`src/rtl/acq_frame_pkg.sv`:
```
package acq_frame_pkg;
   typedef enum logic [1:0] {
      SRC_TIMER   = 2'd0,
      SRC_EXT_DIG = 2'd1,
      SRC_EXT_ANA = 2'd2,
      SRC_NONE    = 2'd3
   } trig_src_e;

   typedef struct packed {
      logic      cont;
      logic      free_run;
      trig_src_e src;
   } mode_t;

   localparam int REG_LENGTH = 0;
   localparam int REG_MODE   = 1;
   localparam int REG_CMD    = 2;

   localparam int MODE_CONT_BIT = 0;
   localparam int MODE_FREE_BIT = 1;
   localparam int MODE_SRC_LSB  = 2;

   localparam int CMD_CLR_BIT  = 0;
   localparam int CMD_ARM_BIT  = 1;
   localparam int CMD_HALT_BIT = 2;
endpackage

```
`src/rtl/acq_edge_sync.sv`:
```
module acq_edge_sync #(
   parameter int STAGES  = 2,
   parameter bit SYNC_EN = 1'b1
) (
   input  logic clk,
   input  logic rst_n,
   input  logic din,
   output logic rise
);
   if (STAGES < 2) begin : g_bad_stages
      $error("acq_edge_sync: STAGES must be at least 2");
   end

   if (SYNC_EN) begin : g_sync
      logic [STAGES:0] chain;
      always_ff @(posedge clk) begin
         if (!rst_n) chain <= '0;
         else        chain <= {chain[STAGES-1:0], din};
      end
      assign rise = chain[STAGES-1] & ~chain[STAGES];
   end else begin : g_direct
      logic last;
      always_ff @(posedge clk) begin
         if (!rst_n) last <= 1'b0;
         else        last <= din;
      end
      assign rise = din & ~last;
   end
endmodule

```
`src/rtl/acq_trig_front.sv`:
```
module acq_trig_front
   import acq_frame_pkg::*;
#(
   parameter int SYNC_STAGES = 2
) (
   input  logic      clk,
   input  logic      rst_n,
   input  logic      tick_int,
   input  logic      trig_dig_in,
   input  logic      trig_ana_in,
   input  trig_src_e src,
   output logic      trig_evt
);
   localparam int NSRC = 3;
   logic [NSRC-1:0] pins;
   logic [NSRC-1:0] rises;

   assign pins = {trig_ana_in, trig_dig_in, tick_int};

   for (genvar i = 0; i < NSRC; i++) begin : g_src
      acq_edge_sync #(
         .STAGES (SYNC_STAGES),
         .SYNC_EN(i != 0)
      ) u_edge (
         .clk (clk),
         .rst_n(rst_n),
         .din (pins[i]),
         .rise(rises[i])
      );
   end

   always_comb begin
      unique case (src)
         SRC_TIMER:   trig_evt = rises[0];
         SRC_EXT_DIG: trig_evt = rises[1];
         SRC_EXT_ANA: trig_evt = rises[2];
         default:     trig_evt = 1'b0;
      endcase
   end
endmodule

```
`src/rtl/acq_frame_regs.sv`:
```
module acq_frame_regs
   import acq_frame_pkg::*;
#(
   parameter int CW     = 24,
   parameter int ADDR_W = 2,
   parameter int DATA_W = 32
) (
   input  logic              clk,
   input  logic              rst_n,
   input  logic              cfg_we,
   input  logic [ADDR_W-1:0] cfg_addr,
   input  logic [DATA_W-1:0] cfg_wdata,
   input  logic              consume,
   input  logic              done,
   output logic [CW-1:0]     count_q,
   output mode_t             mode_q,
   output logic              clr_p,
   output logic              arm_p,
   output logic              halt_p,
   output logic              armed_q,
   output logic              irq_q
);
   if (DATA_W < CW) begin : g_bad_data
      $error("acq_frame_regs: DATA_W must cover CW");
   end
   if (DATA_W < MODE_SRC_LSB + 2) begin : g_bad_mode
      $error("acq_frame_regs: DATA_W too narrow for mode fields");
   end
   if (ADDR_W < 2) begin : g_bad_addr
      $error("acq_frame_regs: ADDR_W must be at least 2");
   end

   logic wr_len, wr_mode, wr_cmd;
   assign wr_len  = cfg_we && (cfg_addr == ADDR_W'(REG_LENGTH));
   assign wr_mode = cfg_we && (cfg_addr == ADDR_W'(REG_MODE));
   assign wr_cmd  = cfg_we && (cfg_addr == ADDR_W'(REG_CMD));

   assign clr_p  = wr_cmd & cfg_wdata[CMD_CLR_BIT];
   assign arm_p  = wr_cmd & cfg_wdata[CMD_ARM_BIT];
   assign halt_p = wr_cmd & cfg_wdata[CMD_HALT_BIT];

   always_ff @(posedge clk) begin
      if (!rst_n) begin
         count_q <= '0;
         mode_q  <= '{cont: 1'b0, free_run: 1'b0, src: SRC_TIMER};
      end else begin
         if (wr_len) count_q <= cfg_wdata[CW-1:0];
         if (wr_mode) begin
            mode_q.cont     <= cfg_wdata[MODE_CONT_BIT];
            mode_q.free_run <= cfg_wdata[MODE_FREE_BIT];
            mode_q.src      <= trig_src_e'(cfg_wdata[MODE_SRC_LSB +: 2]);
         end
      end
   end

   always_ff @(posedge clk) begin
      if (!rst_n) begin
         armed_q <= 1'b0;
         irq_q   <= 1'b0;
      end else begin
         armed_q <= (armed_q & ~consume) | arm_p;
         if (done)       irq_q <= 1'b1;
         else if (clr_p) irq_q <= 1'b0;
      end
   end
endmodule

```
`src/rtl/acq_frame_cnt.sv`:
```
module acq_frame_cnt #(
   parameter int CW = 24
) (
   input  logic          clk,
   input  logic          rst_n,
   input  logic          start,
   input  logic          smp_ce,
   input  logic          free_run,
   input  logic          halt,
   input  logic [CW-1:0] reload_cnt,
   output logic          running,
   output logic [CW:0]   left,
   output logic          done
);
   if (CW < 2) begin : g_bad_cw
      $error("acq_frame_cnt: CW must be at least 2");
   end

   localparam logic [CW:0] FULL = {1'b1, {CW{1'b0}}};
   localparam logic [CW:0] ONE  = {{CW{1'b0}}, 1'b1};

   logic [CW:0] rel;
   logic        last;

   assign rel  = (reload_cnt == '0) ? FULL : {1'b0, reload_cnt};
   assign last = (left == ONE);
   assign done = running & smp_ce & ~free_run & last & ~halt;

   always_ff @(posedge clk) begin
      if (!rst_n) begin
         running <= 1'b0;
         left    <= FULL;
      end else if (halt || done) begin
         running <= 1'b0;
         left    <= rel;
      end else if (running) begin
         if (smp_ce && !free_run) left <= left - ONE;
      end else begin
         left <= rel;
         if (start) running <= 1'b1;
      end
   end
endmodule

```
`src/rtl/acq_frame_ctrl.sv`:
```
module acq_frame_ctrl
   import acq_frame_pkg::*;
#(
   parameter int CW          = 24,
   parameter int SYNC_STAGES = 2,
   parameter int ADDR_W      = 2,
   parameter int DATA_W      = 32
) (
   input  logic              clk,
   input  logic              rst_n,
   input  logic              cfg_we,
   input  logic [ADDR_W-1:0] cfg_addr,
   input  logic [DATA_W-1:0] cfg_wdata,
   input  logic              tick_int,
   input  logic              trig_dig_in,
   input  logic              trig_ana_in,
   input  logic              smp_ce,
   output logic              fifo_we,
   output logic              frame_irq,
   output logic              frame_busy,
   output logic [CW:0]       count_left
);
   mode_t         mode_q;
   logic [CW-1:0] count_q;
   logic          clr_p, arm_p, halt_p, armed_q;
   logic          trig_evt, start, done, running;
   logic          free_run_q;

   assign free_run_q = mode_q.free_run;
   assign start = trig_evt & ~running & (mode_q.cont | armed_q) & ~halt_p;

   acq_frame_regs #(.CW(CW), .ADDR_W(ADDR_W), .DATA_W(DATA_W)) u_regs (
      .clk      (clk),
      .rst_n    (rst_n),
      .cfg_we   (cfg_we),
      .cfg_addr (cfg_addr),
      .cfg_wdata(cfg_wdata),
      .consume  (start & ~mode_q.cont),
      .done     (done),
      .count_q  (count_q),
      .mode_q   (mode_q),
      .clr_p    (clr_p),
      .arm_p    (arm_p),
      .halt_p   (halt_p),
      .armed_q  (armed_q),
      .irq_q    (frame_irq)
   );

   acq_trig_front #(.SYNC_STAGES(SYNC_STAGES)) u_front (
      .clk        (clk),
      .rst_n      (rst_n),
      .tick_int   (tick_int),
      .trig_dig_in(trig_dig_in),
      .trig_ana_in(trig_ana_in),
      .src        (mode_q.src),
      .trig_evt   (trig_evt)
   );

   acq_frame_cnt #(.CW(CW)) u_cnt (
      .clk       (clk),
      .rst_n     (rst_n),
      .start     (start),
      .smp_ce    (smp_ce),
      .free_run  (free_run_q),
      .halt      (halt_p),
      .reload_cnt(count_q),
      .running   (running),
      .left      (count_left),
      .done      (done)
   );

   assign frame_busy = running;
   assign fifo_we    = running & smp_ce;
endmodule

```
`config.mk`:
```
export PLATFORM = sky130hd
export DESIGN_NAME = acq_frame_ctrl
export DESIGN_NICKNAME = d
export VERILOG_FILES = /design/src/rtl/acq_frame_pkg.sv /design/src/rtl/acq_edge_sync.sv /design/src/rtl/acq_trig_front.sv /design/src/rtl/acq_frame_regs.sv /design/src/rtl/acq_frame_cnt.sv /design/src/rtl/acq_frame_ctrl.sv
export SDC_FILE = /design/constraint.sdc
export NUM_CORES = 1
export LEC_CHECK = 0
export ABC_AREA = 1
export BUFFER_PORTS_ARGS = -buffer_cell sky130_fd_sc_hd__buf_2
export CAP_MARGIN = 20
export CORE_UTILIZATION = 50
export DETAILED_ROUTE_END_ITERATION = 10
export PLACE_DENSITY = 0.74
export SLEW_MARGIN = 40
export SYNTH_ARGS = -nofsm -noshare
export SYNTH_HDL_FRONTEND = slang
export SYNTH_SLANG_ARGS = --single-unit
```
`constraint.sdc`:
```
create_clock -name clk -period 3.3 [get_ports clk]
set_input_delay 0.66 -clock clk [delete_from_list [all_inputs] [get_ports clk]]
set_output_delay 0.66 -clock clk [all_outputs]
set_load 0.01 [all_outputs]
```
==> impl_metrics.json, run 1 <==
{
  "syn_inst": 474,
  "die_y_um": 81.5,
  "post_cts_resized": 0,
  "gr-max-usage-layer": "met2",
  "antenna_found_initial": 0,
  "worst_ep_arrival_time_ps": 2240,
  "cp-start-kind": "flip-flop",
  "cp_max_fo": 15,
  "grt_util_met2_pct": 38.5,
  "core_area_um2": 5990,
  "synth_seq_cells": 63,
  "gr-usage-met3_pct": 4.44,
  "hold_violations": 0,
  "status": "finished clean",
  "max_freq_ghz": 0.492,
  "placed_cell_area_um2": 3510,
  "p_leak_nw": 1.82,
  "clkLatencyLatePin_ps": 340,
  "routedWlPerCell_um": 13.2,
  "path_class": "reg2reg",
  "hold_start": "u_front.g_src[1].u_edge.g_sync.chain[0]",
  "crit_required_ps": 3510,
  "drive_above_1_share_pct": 17.8,
  "area_growth_pct": 16.8,
  "worstMarginPinSlew_ps": 662,
  "finalSetupTns_ps": 0,
  "cts.sinks": 63,
  "grt_pass1_wl_mm": 13.2,
  "worstSetupStartpoint": "u_cnt.left[1]",
  "ys_seq_area_share_pct": 39.9,
  "final_area_um2": 3690,
  "nets": 576,
  "max_cap_violations": 0,
  "cts_max_path_buffers": 2,
  "drt-pass1-iter-count": 5,
  "die_area_um2": 6640,
  "postRouteWirelength_mm": 8.10,
  "die_x_um": 81.5,
  "htree_num_levels": 3,
  "powerDensity_nw_per_um2": 509,
  "cts.clk_slew.worst_paths_ps": 80,
  "synthesis.area_um2": 3160,
  "cts_hold_buffers": 0,
  "synth.avg_cell_area_um2": 6.66,
  "port_buffers": 60,
  "drc_errors": 0,
  "synth_fp_nets": 517,
  "grt_max_degree": 50,
  "grt_util_met1_pct": 38.3,
  "slew_headroom_pct": 55.8,
  "min_path_type": "reg2reg",
  "ys_types": 28,
  "drv_slew": 0,
  "worst_clock_skew_ps": 11.6,
  "tritoncts": "built",
  "ir_drop_mv": 0.266,
  "power_w": 0.00188,
  "row_count": 28,
  "fillCellCount": 573,
  "r2r-start": "u_cnt.left[1]",
  "cts-root-buf": "clkbuf_8",
  "start_util_pct": 52.7,
  "rsz0062_at_grt": "false",
  "min_period_over_period_pct": 61.7,
  "end_kind": "flip-flop",
  "ys.warnings.count": 0,
  "drtAntennaViolNets": 0,
  "cts_buffers": 9,
  "viasPerCell": 5.29,
  "grt_remaining_overflow": 0,
  "layout_min_cycle_time_ps": 2030,
  "grt_use_total_pct": 26.6,
  "antennaDiodeCount": 0,
  "synth_top_area_cell": "dfxtp_1",
  "postCtsSetupRepairBufs": 0,
  "finalSetupViolCount": 0,
  "drtIter0Drc": 242,
  "gp_congestion": 0.904,
  "first_global_vias": 2784,
  "dpl.hpwl_mm": 5.75,
  "num_vias": 3240,
  "io_pins": 69,
  "synth_top_area_share_pct": 39.9,
  "synthTopCellsByArea": "dfxtp_1 (40%), nand2_1 (10%), nor2_1 (9.2%), o21ai_0 (8.7%), inv_1 (6.8%)"
}
-- state kept, by name, summed over array words and instances, names as in the netlist --
register and count:
u_front.g_src.u_edge.g_sync.chain 6, u_regs.armed_q 1, u_cnt.running 1, u_regs.count_q 24, u_front.g_src.u_edge.g_direct.last 1, u_regs.mode_q 4, u_cnt.left 25, u_regs.irq_q 1
-- placed cells by master, fill, tap and decap left out, types with 2 or more instances in the layout --
cell      instances
clkbuf_1          2
o21ai_0          55
inv_1            56
xor2_1            5
clkinv_2          3
o211ai_1          4
buf_4             4
xnor2_1           6
o21ai_1           4
nor4_1            2
nor2_4            2
buf_2            61
a21oi_1          39
nand4_1           7
nor2_1           77
dfxtp_1          63
or2_2             2
ha_1              2
clkbuf_8         11
nand2_2           3
nand2_1          87
nor3_1           10
nor2_2            3
nand3_1          21
a21oi_2           4
-- worst max-delay path: stages, from the launching register on --
cell and delay, ps:
dfxtp_1 410, inv_1 90, ha_1 190, inv_1 50, nor3_1 40, nand3_1 140
nor2_4 50, nor2_2 170, nand2_2 200, nand2_2 130, clkinv_2 180, nand2_1 180
a21oi_2 60
-- cell families (layout without fill, tap and decap cells) --
family / count (synthesis) / count (layout) / synth area share, %
buf+inv: 75 / 139 / 9.35
flops: 63 / 63 / 39.9
simple gates: 215 / 215 / 28.8
compound gates: 108 / 108 / 18.1
xor+xnor: 11 / 11 / 3.05
fa+ha+maj: 2 / 2 / 0.792
-- cell type report --
class	instances	area, µm²	share of cell area (%)
clock buffer	13	159	4.31
clock inverter	3	17.5	0.475
inverter	58	219	5.94
multi-input combinational	336	1600	43.4
sequential	63	1260	34.2
tap	75	93.8	2.54
timing repair buffer	65	335	9.09
-- final timing paths --
path                                                                 to  slack (ps)  depth (start not counted)
worst min-delay path            u_front.g_src[1].u_edge.g_sync.chain[1]         420                          2
worst min register to register  u_front.g_src[1].u_edge.g_sync.chain[1]         420                          2
worst max-delay path                                      u_cnt.left[4]        1270                         12
worst max register to register                            u_cnt.left[4]        1270                         12
-- Yosys cell counts (all sizes together) --
cell,number
nand4,7
nand2,90
o211ai,4
or2,2
o21ai,59
ha,2
xnor2,6
o21bai,1
dfxtp,63
nor2,82
a211oi,1
nor3,11
nand3,21
inv,57
clkbuf,11
a21oi,43
clkinv,1
xor2,5
nor4,2
buf,6
-- where the power goes --
group | internal (W) | switching, W | leakage [nW]
logic | 0.000158 | 0.000268 | 1.21
registers | 0.000802 | 0.0000412 | 0.515
clock network | 0.000312 | 0.000295 | 0.0894
-- per-layer routing --
| metal | vias up | routed length [µm] |
|---|---|---|
| li1 | 1643 | - |
| met1 | 1428 | 3930 |
| met2 | 148 | 3300 |
| met3 | 21 | 656 |
| met4 | 0 | 215 |
| met5 | - | 0 |
-- stage by stage --
step	hold slack, ps	std cells	setup slack, ps	util (%)
3_3_place_gp	395	596	924	58.5
6_report	415	613	1270	61.5
2_1_floorplan	390	474	1560	-
3_5_place_dp	402	596	925	58.5
4_1_cts	421	612	1280	61.5
5_1_grt	457	613	1110	61.5
No activity file was read; power rests on OpenSTA's default activity.
==> inputs of run 2 (changes only) <==
- clock period: 3.3 -> 2.05 ns (I/O delays scaled with it)
==> run 2 against run 1 <==
Non-clock buffer count rose by 18. Total power rose by 85%. Combinational power rose by 74%. Largest power group is now the clock network. Register-to-register slack got worse by 1100 ps. Highest routed layer unchanged.
==> impl_metrics.json, run 2 (same netlist as run 1, synthesis figures left out) <==
{
  "cp_max_fo": 15,
  "cp-start-kind": "flip-flop",
  "clkLatencyLatePin_ps": 360,
  "crit_path_end": "u_cnt.left[9]",
  "end_kind": "flip-flop",
  "port_buffers": 60,
  "area_growth_pct": 23.8,
  "drive_above_1_share_pct": 21.2,
  "drtIter0Drc": 230,
  "grt_pass1_wl_mm": 13.6,
  "gp_congestion": 0.934,
  "core_area_um2": 5990,
  "die_y_um": 81.5,
  "r2r_setup_slack_ps": 180,
  "p_comb_share_pct": 21.4,
  "min_period_over_period_pct": 91.0,
  "drt-pass1-iter-count": 5,
  "p_sw_share_pct": 29.9,
  "largest_reg_flops": 25,
  "finalSetupTns_ps": 0,
  "slowest_delay_ps": 370,
  "ir_drop_mv": 0.487,
  "routedWlPerCell_um": 13.3,
  "r2r-start": "u_cnt.left[13]",
  "finalSetupViolCount": 0,
  "p_leak_nw": 1.95,
  "status": "finished clean",
  "start_util_pct": 52.7,
  "worstMarginPinSlew_ps": 628,
  "die_area_um2": 6640,
  "critPathSlowestCell": "dfxtp_1",
  "cts_hold_buffers": 0,
  "min_path_type": "in2reg",
  "worst_clock_skew_ps": 11.6,
  "rsz0062_at_grt": "false",
  "tritoncts": "built",
  "powerDensity_nw_per_um2": 887,
  "row_count": 28,
  "cp_cell_sequence": "nor2_4 > nand2_1 > nor2_2 > nand2_2 > buf_4 > nor2_4 > nor2_2 > nand2_2 > nand2_2 > clkinv_2 > nand2_1 > a21oi_1",
  "cts-root-buf": "clkbuf_8",
  "crit_required_ps": 2330,
  "max_cap_violations": 0,
  "reg2reg_to": "u_cnt.left[9]",
  "cts.sinks": 63,
  "htree_num_levels": 3,
  "whs_ps": 232,
  "routed.top_layer": "met4",
  "worstRegToRegCells": 12,
  "cts_max_path_buffers": 2,
  "hold_violations": 0,
  "wl_met3_um": 655,
  "layout_min_cycle_time_ps": 1870,
  "grt_remaining_overflow": 0,
  "antennaDiodeCount": 0,
  "num_vias": 3271,
  "dpl.hpwl_mm": 6.13,
  "slew_headroom_pct": 58.1,
  "sequentialPowerShare_pct": 38.7,
  "drtAntennaViolNets": 0,
  "path_class": "reg2reg",
  "met1_length_mm": 4.00,
  "grt_max_degree": 29,
  "worstSetupStartpoint": "u_cnt.left[13]",
  "io_pins": 69,
  "die_x_um": 81.5,
  "switching_power_w": 0.00104,
  "cpMostUsedCell": "nand2_2",
  "nets": 594,
  "worst_ep_arrival_time_ps": 2150,
  "grt_use_total_pct": 27.7,
  "cts_buffers": 9,
  "cts.clk_slew.worst_paths_ps": 80,
  "p_int_w": 0.00243,
  "first_global_vias": 2899,
  "layout_common_cells": "nand2_1 (87), nor2_1 (74), dfxtp_1 (63), buf_2 (60), inv_1 (57)",
  "antenna_found_initial": 0,
  "reg_top3": "u_cnt.left x25, u_regs.count_q x24, u_front.g_src.u_edge.g_sync.chain x6",
  "layout_commonest_cell": "nand2_1",
  "drc_errors": 0,
  "max_freq_ghz": 0.536,
  "postRouteWirelength_mm": 8.39,
  "drv_slew": 0,
  "viasPerCell": 5.18,
  "dr_wl_met2_mm": 3.63,
  "clockPowerShare_pct": 39.8,
  "max_flop_register": "u_cnt.left"
}
==> run 2: critical path: cells and delay by family (launching register included) <==
| kind | cells | cell delay, ps |
|---|---|---|
| AO/OA/AOI/OAI | 1 | 160 |
| buffers and inverters | 2 | 300 |
| flip-flops | 1 | 370 |
| AND/OR/NAND/NOR | 9 | 980 |
==> run 2: final cells by class <==
cell class                 count  area (µm²)
fill                         544        2080
multi-input combinational    336        1610
sequential                    63        1260
timing repair buffer          83         473
inverter                      58         219
clock buffer                  10         138
clock inverter                 6         115
tap                           75        93.8
==> run 2: power by group through the flow <==
stage | Combinational (W) | Clock (W) | Sequential [W]
detailed placement | 0.000726 | 0 | 0.00137
global route | 0.000836 | 0.00144 | 0.00135
CTS | 0.000734 | 0.00139 | 0.00134
global placement | 0.000714 | 0 | 0.00137
floorplan | 0.000490 | 0 | 0.00138
finish | 0.000742 | 0.00138 | 0.00134
==> run 2: per-layer routing <==
| layer | track usage, % | vias to the layer above |
|---|---|---|
| li1 | - | 1685 |
| met5 | 0 | - |
| met4 | 10.0 | 0 |
| met3 | 5.00 | 14 |
| met1 | 39.0 | 1445 |
| met2 | 41.9 | 127 |
==> run 2: what timing repair did <==
item	CTS	global route
resized for setup	0	3
setup endpoints to repair	0	13
setup buffers	0	0
==> run 2: through the flow <==
step	cell area [µm²]	power, W	util (%)	worst slack, ps	std cells
floorplan	3160	0.00187	-	433	474
global placement	3650	0.00208	60.9	149	615
detailed placement	3650	0.00209	60.9	110	615
CTS	3900	0.00346	65.1	104	631
global route	3910	0.00363	65.2	23.2	631
finish	3910	0.00347	65.2	184	631
==> run 2: worst min-delay path by stage <==
stage / start / end / depth (start not counted)
3_5_place_dp: u_front.g_src[2].u_edge.g_sync.chain[0] / u_front.g_src[2].u_edge.g_sync.chain[1] / 2
5_1_grt: trig_ana_in / u_front.g_src[2].u_edge.g_sync.chain[0] / 3
2_1_floorplan: u_front.g_src[1].u_edge.g_sync.chain[0] / u_front.g_src[1].u_edge.g_sync.chain[1] / 2
3_3_place_gp: u_front.g_src[1].u_edge.g_sync.chain[0] / u_front.g_src[1].u_edge.g_sync.chain[1] / 2
4_1_cts: trig_dig_in / u_front.g_src[1].u_edge.g_sync.chain[0] / 3
6_report: trig_dig_in / u_front.g_src[1].u_edge.g_sync.chain[0] / 3
==> inputs of run 3 (changes only) <==
- clock period: 2.05 -> 2.2 ns (I/O delays scaled with it)
==> run 3 against run 2 <==
Worst hold slack improved by 33 ps. Via count increased by 1.9%. Die area unchanged. Critical path depth decreased by 3. Final cell count decreased by 1.4%. Clock skew decreased by 4.6 ps. Final area decreased by 4.0%. Utilization decreased by 2.6 points.
==> impl_metrics.json, run 3 (same netlist as run 1, synthesis figures left out) <==
{
  "io_pins": 69,
  "clockPowerShare_pct": 31.9,
  "drv_slew": 0,
  "status": "finished clean",
  "rsz0062_at_grt": "false",
  "worstMarginPinSlew_ps": 625,
  "p_leak_nw": 1.86,
  "ir_drop_mv": 0.439,
  "worst_ep_arrival_time_ps": 2270,
  "hold_depth": 3,
  "max_cap_violations": 0,
  "finalSetupViolCount": 0,
  "worst_slack_ps": 210,
  "cts.sinks": 63,
  "p_sw_share_pct": 33.9,
  "post_cts_resized": 0,
  "cp_max_fo": 13,
  "worst_clock_skew_ps": 6.98,
  "pre_cts_ws_ps": 235,
  "tritoncts": "built",
  "max_freq_ghz": 0.503,
  "layout_common_cells": "nand2_1 (87), nor2_1 (77), dfxtp_1 (63), buf_2 (60), inv_1 (57)",
  "cts_buffers": 9,
  "cts_hold_buffers": 0,
  "gp_congestion": 0.926,
  "p_int_w": 0.00186,
  "nets": 585,
  "finalSetupTns_ps": 0,
  "cts_max_path_buffers": 2,
  "cp_top_family": "simple AND/OR/NAND/NOR gates",
  "grt_remaining_overflow": 0,
  "path_class": "reg2reg",
  "cp_cell_sequence": "nor2_1 > nand2_1 > nor2_2 > nand2_2 > o21ai_1 > nor2_1 > buf_4 > nand3_1 > a21oi_2",
  "antennaDiodeCount": 0,
  "postRouteWirelength_mm": 8.33,
  "largest_reg_flops": 25,
  "layout_commonest_cell": "nand2_1",
  "row_count": 28,
  "dpl.hpwl_mm": 6.08,
  "drive_above_1_share_pct": 19.4,
  "hold_violations": 0,
  "critPathSlowestCell": "dfxtp_1",
  "grt_max_degree": 33,
  "postCtsSetupRepairBufs": 0,
  "cts-root-buf": "clkbuf_8",
  "worstRegToRegCells": 9,
  "fillCellCount": 572,
  "drc_errors": 0,
  "die_area_um2": 6640,
  "crit_required_ps": 2480,
  "final_area_um2": 3750,
  "cts.clk_slew.worst_paths_ps": 80,
  "drtIter0Drc": 262,
  "die_y_um": 81.5,
  "powerDensity_nw_per_um2": 750,
  "drtAntennaViolNets": 0,
  "core_area_um2": 5990,
  "viasPerCell": 5.36,
  "grt_pass1_wl_mm": 13.7,
  "start_util_pct": 52.7,
  "first_global_vias": 2911,
  "grt_use_total_pct": 27.2,
  "sequentialPowerShare_pct": 44.8,
  "layout_min_cycle_time_ps": 1990,
  "min_path_type": "in2reg",
  "path_depth": 9,
  "placed_cell_area_um2": 3580,
  "num_vias": 3332,
  "seq_area_um2": 1260,
  "die_x_um": 81.5,
  "port_buffers": 60,
  "multi_input_area_um2": 1600,
  "slowest_delay_ps": 450,
  "antenna_found_initial": 0,
  "clkLatencyLatePin_ps": 350,
  "drt-pass1-iter-count": 5,
  "area_growth_pct": 18.9,
  "min_period_over_period_pct": 90.4,
  "htree_num_levels": 3,
  "crit_buf_inv": 1,
  "p_comb_share_pct": 23.3,
  "reg_top3": "u_cnt.left x25, u_regs.count_q x24, u_front.g_src.u_edge.g_sync.chain x6",
  "cpMostUsedCell": "nor2_1",
  "cp-start-kind": "flip-flop",
  "slew_headroom_pct": 58.3,
  "end_kind": "flip-flop",
  "routedWlPerCell_um": 13.4,
  "max_flop_register": "u_cnt.left",
  "switching_power_w": 0.000955
}
run 3: cell types whose count changed in the layout (fill, tap and decap cells not counted), moves of 2 or more:
| cell | change |
|---|---|
| buf_4 | -9 |
| bufinv_16 | -3 |
| clkinv_2 | +3 |
| nor2_1 | +3 |
| nor2_2 | -3 |
| clkinv_4 | +2 |
run 3: layout make-up:
cell class / count / area share [%]
multi-input combinational: 336 / 42.7
tap: 75 / 2.50
inverter: 58 / 5.83
clock buffer: 9 / 3.30
sequential: 63 / 33.6
clock inverter: 7 / 1.30
timing repair buffer: 74 / 10.8
run 3: final timing paths:
| check | from | end | slack (ps) |
|---|---|---|---|
| max | u_cnt.left[8] | u_cnt.left[6] | 210 |
| min | trig_dig_in | u_front.g_src[1].u_edge.g_sync.chain[0] | 270 |
| max reg2reg | u_cnt.left[8] | u_cnt.left[6] | 210 |
| min reg2reg | u_front.g_src[1].u_edge.g_sync.chain[0] | u_front.g_src[1].u_edge.g_sync.chain[1] | 420 |
run 3: routing by layer:
metal / up-vias / share of wire (%) / global-route usage (%)
met5: - / 0 / 0
met4: 0 / 1.4 / 11.6
met3: 13 / 8.3 / 5.22
met2: 152 / 44 / 39.8
met1: 1495 / 47 / 38.6
li1: 1672 / - / -
run 3: power groups by stage:
stage / clock network [W] / logic, W / registers, W
2_1_floorplan: 0 / 0.000456 / 0.00129
3_3_place_gp: 0 / 0.000634 / 0.00128
3_5_place_dp: 0 / 0.000645 / 0.00128
4_1_cts: 0.000907 / 0.000650 / 0.00126
5_1_grt: 0.000968 / 0.000742 / 0.00127
6_report: 0.000898 / 0.000656 / 0.00126
run 3: worst register-to-register path, cell delays in order (launching register included):
cell and delay (ps):
dfxtp_1 450, nor2_1 100, nand2_1 130, nor2_2 60, nand2_2 100, o21ai_1 100, nor2_1 410, buf_4 290
nand3_1 120, a21oi_2 150
run 3: stage by stage:
stage | power [W] | utilization (%) | std cells | hold WS, ps
5_1_grt | 0.00298 | 62.7 | 622 | 279
3_5_place_dp | 0.00193 | 59.8 | 606 | 403
6_report | 0.00281 | 62.7 | 622 | 265
4_1_cts | 0.00282 | 62.7 | 622 | 257
3_3_place_gp | 0.00192 | 59.8 | 606 | 393
2_1_floorplan | 0.00174 | - | 474 | 390
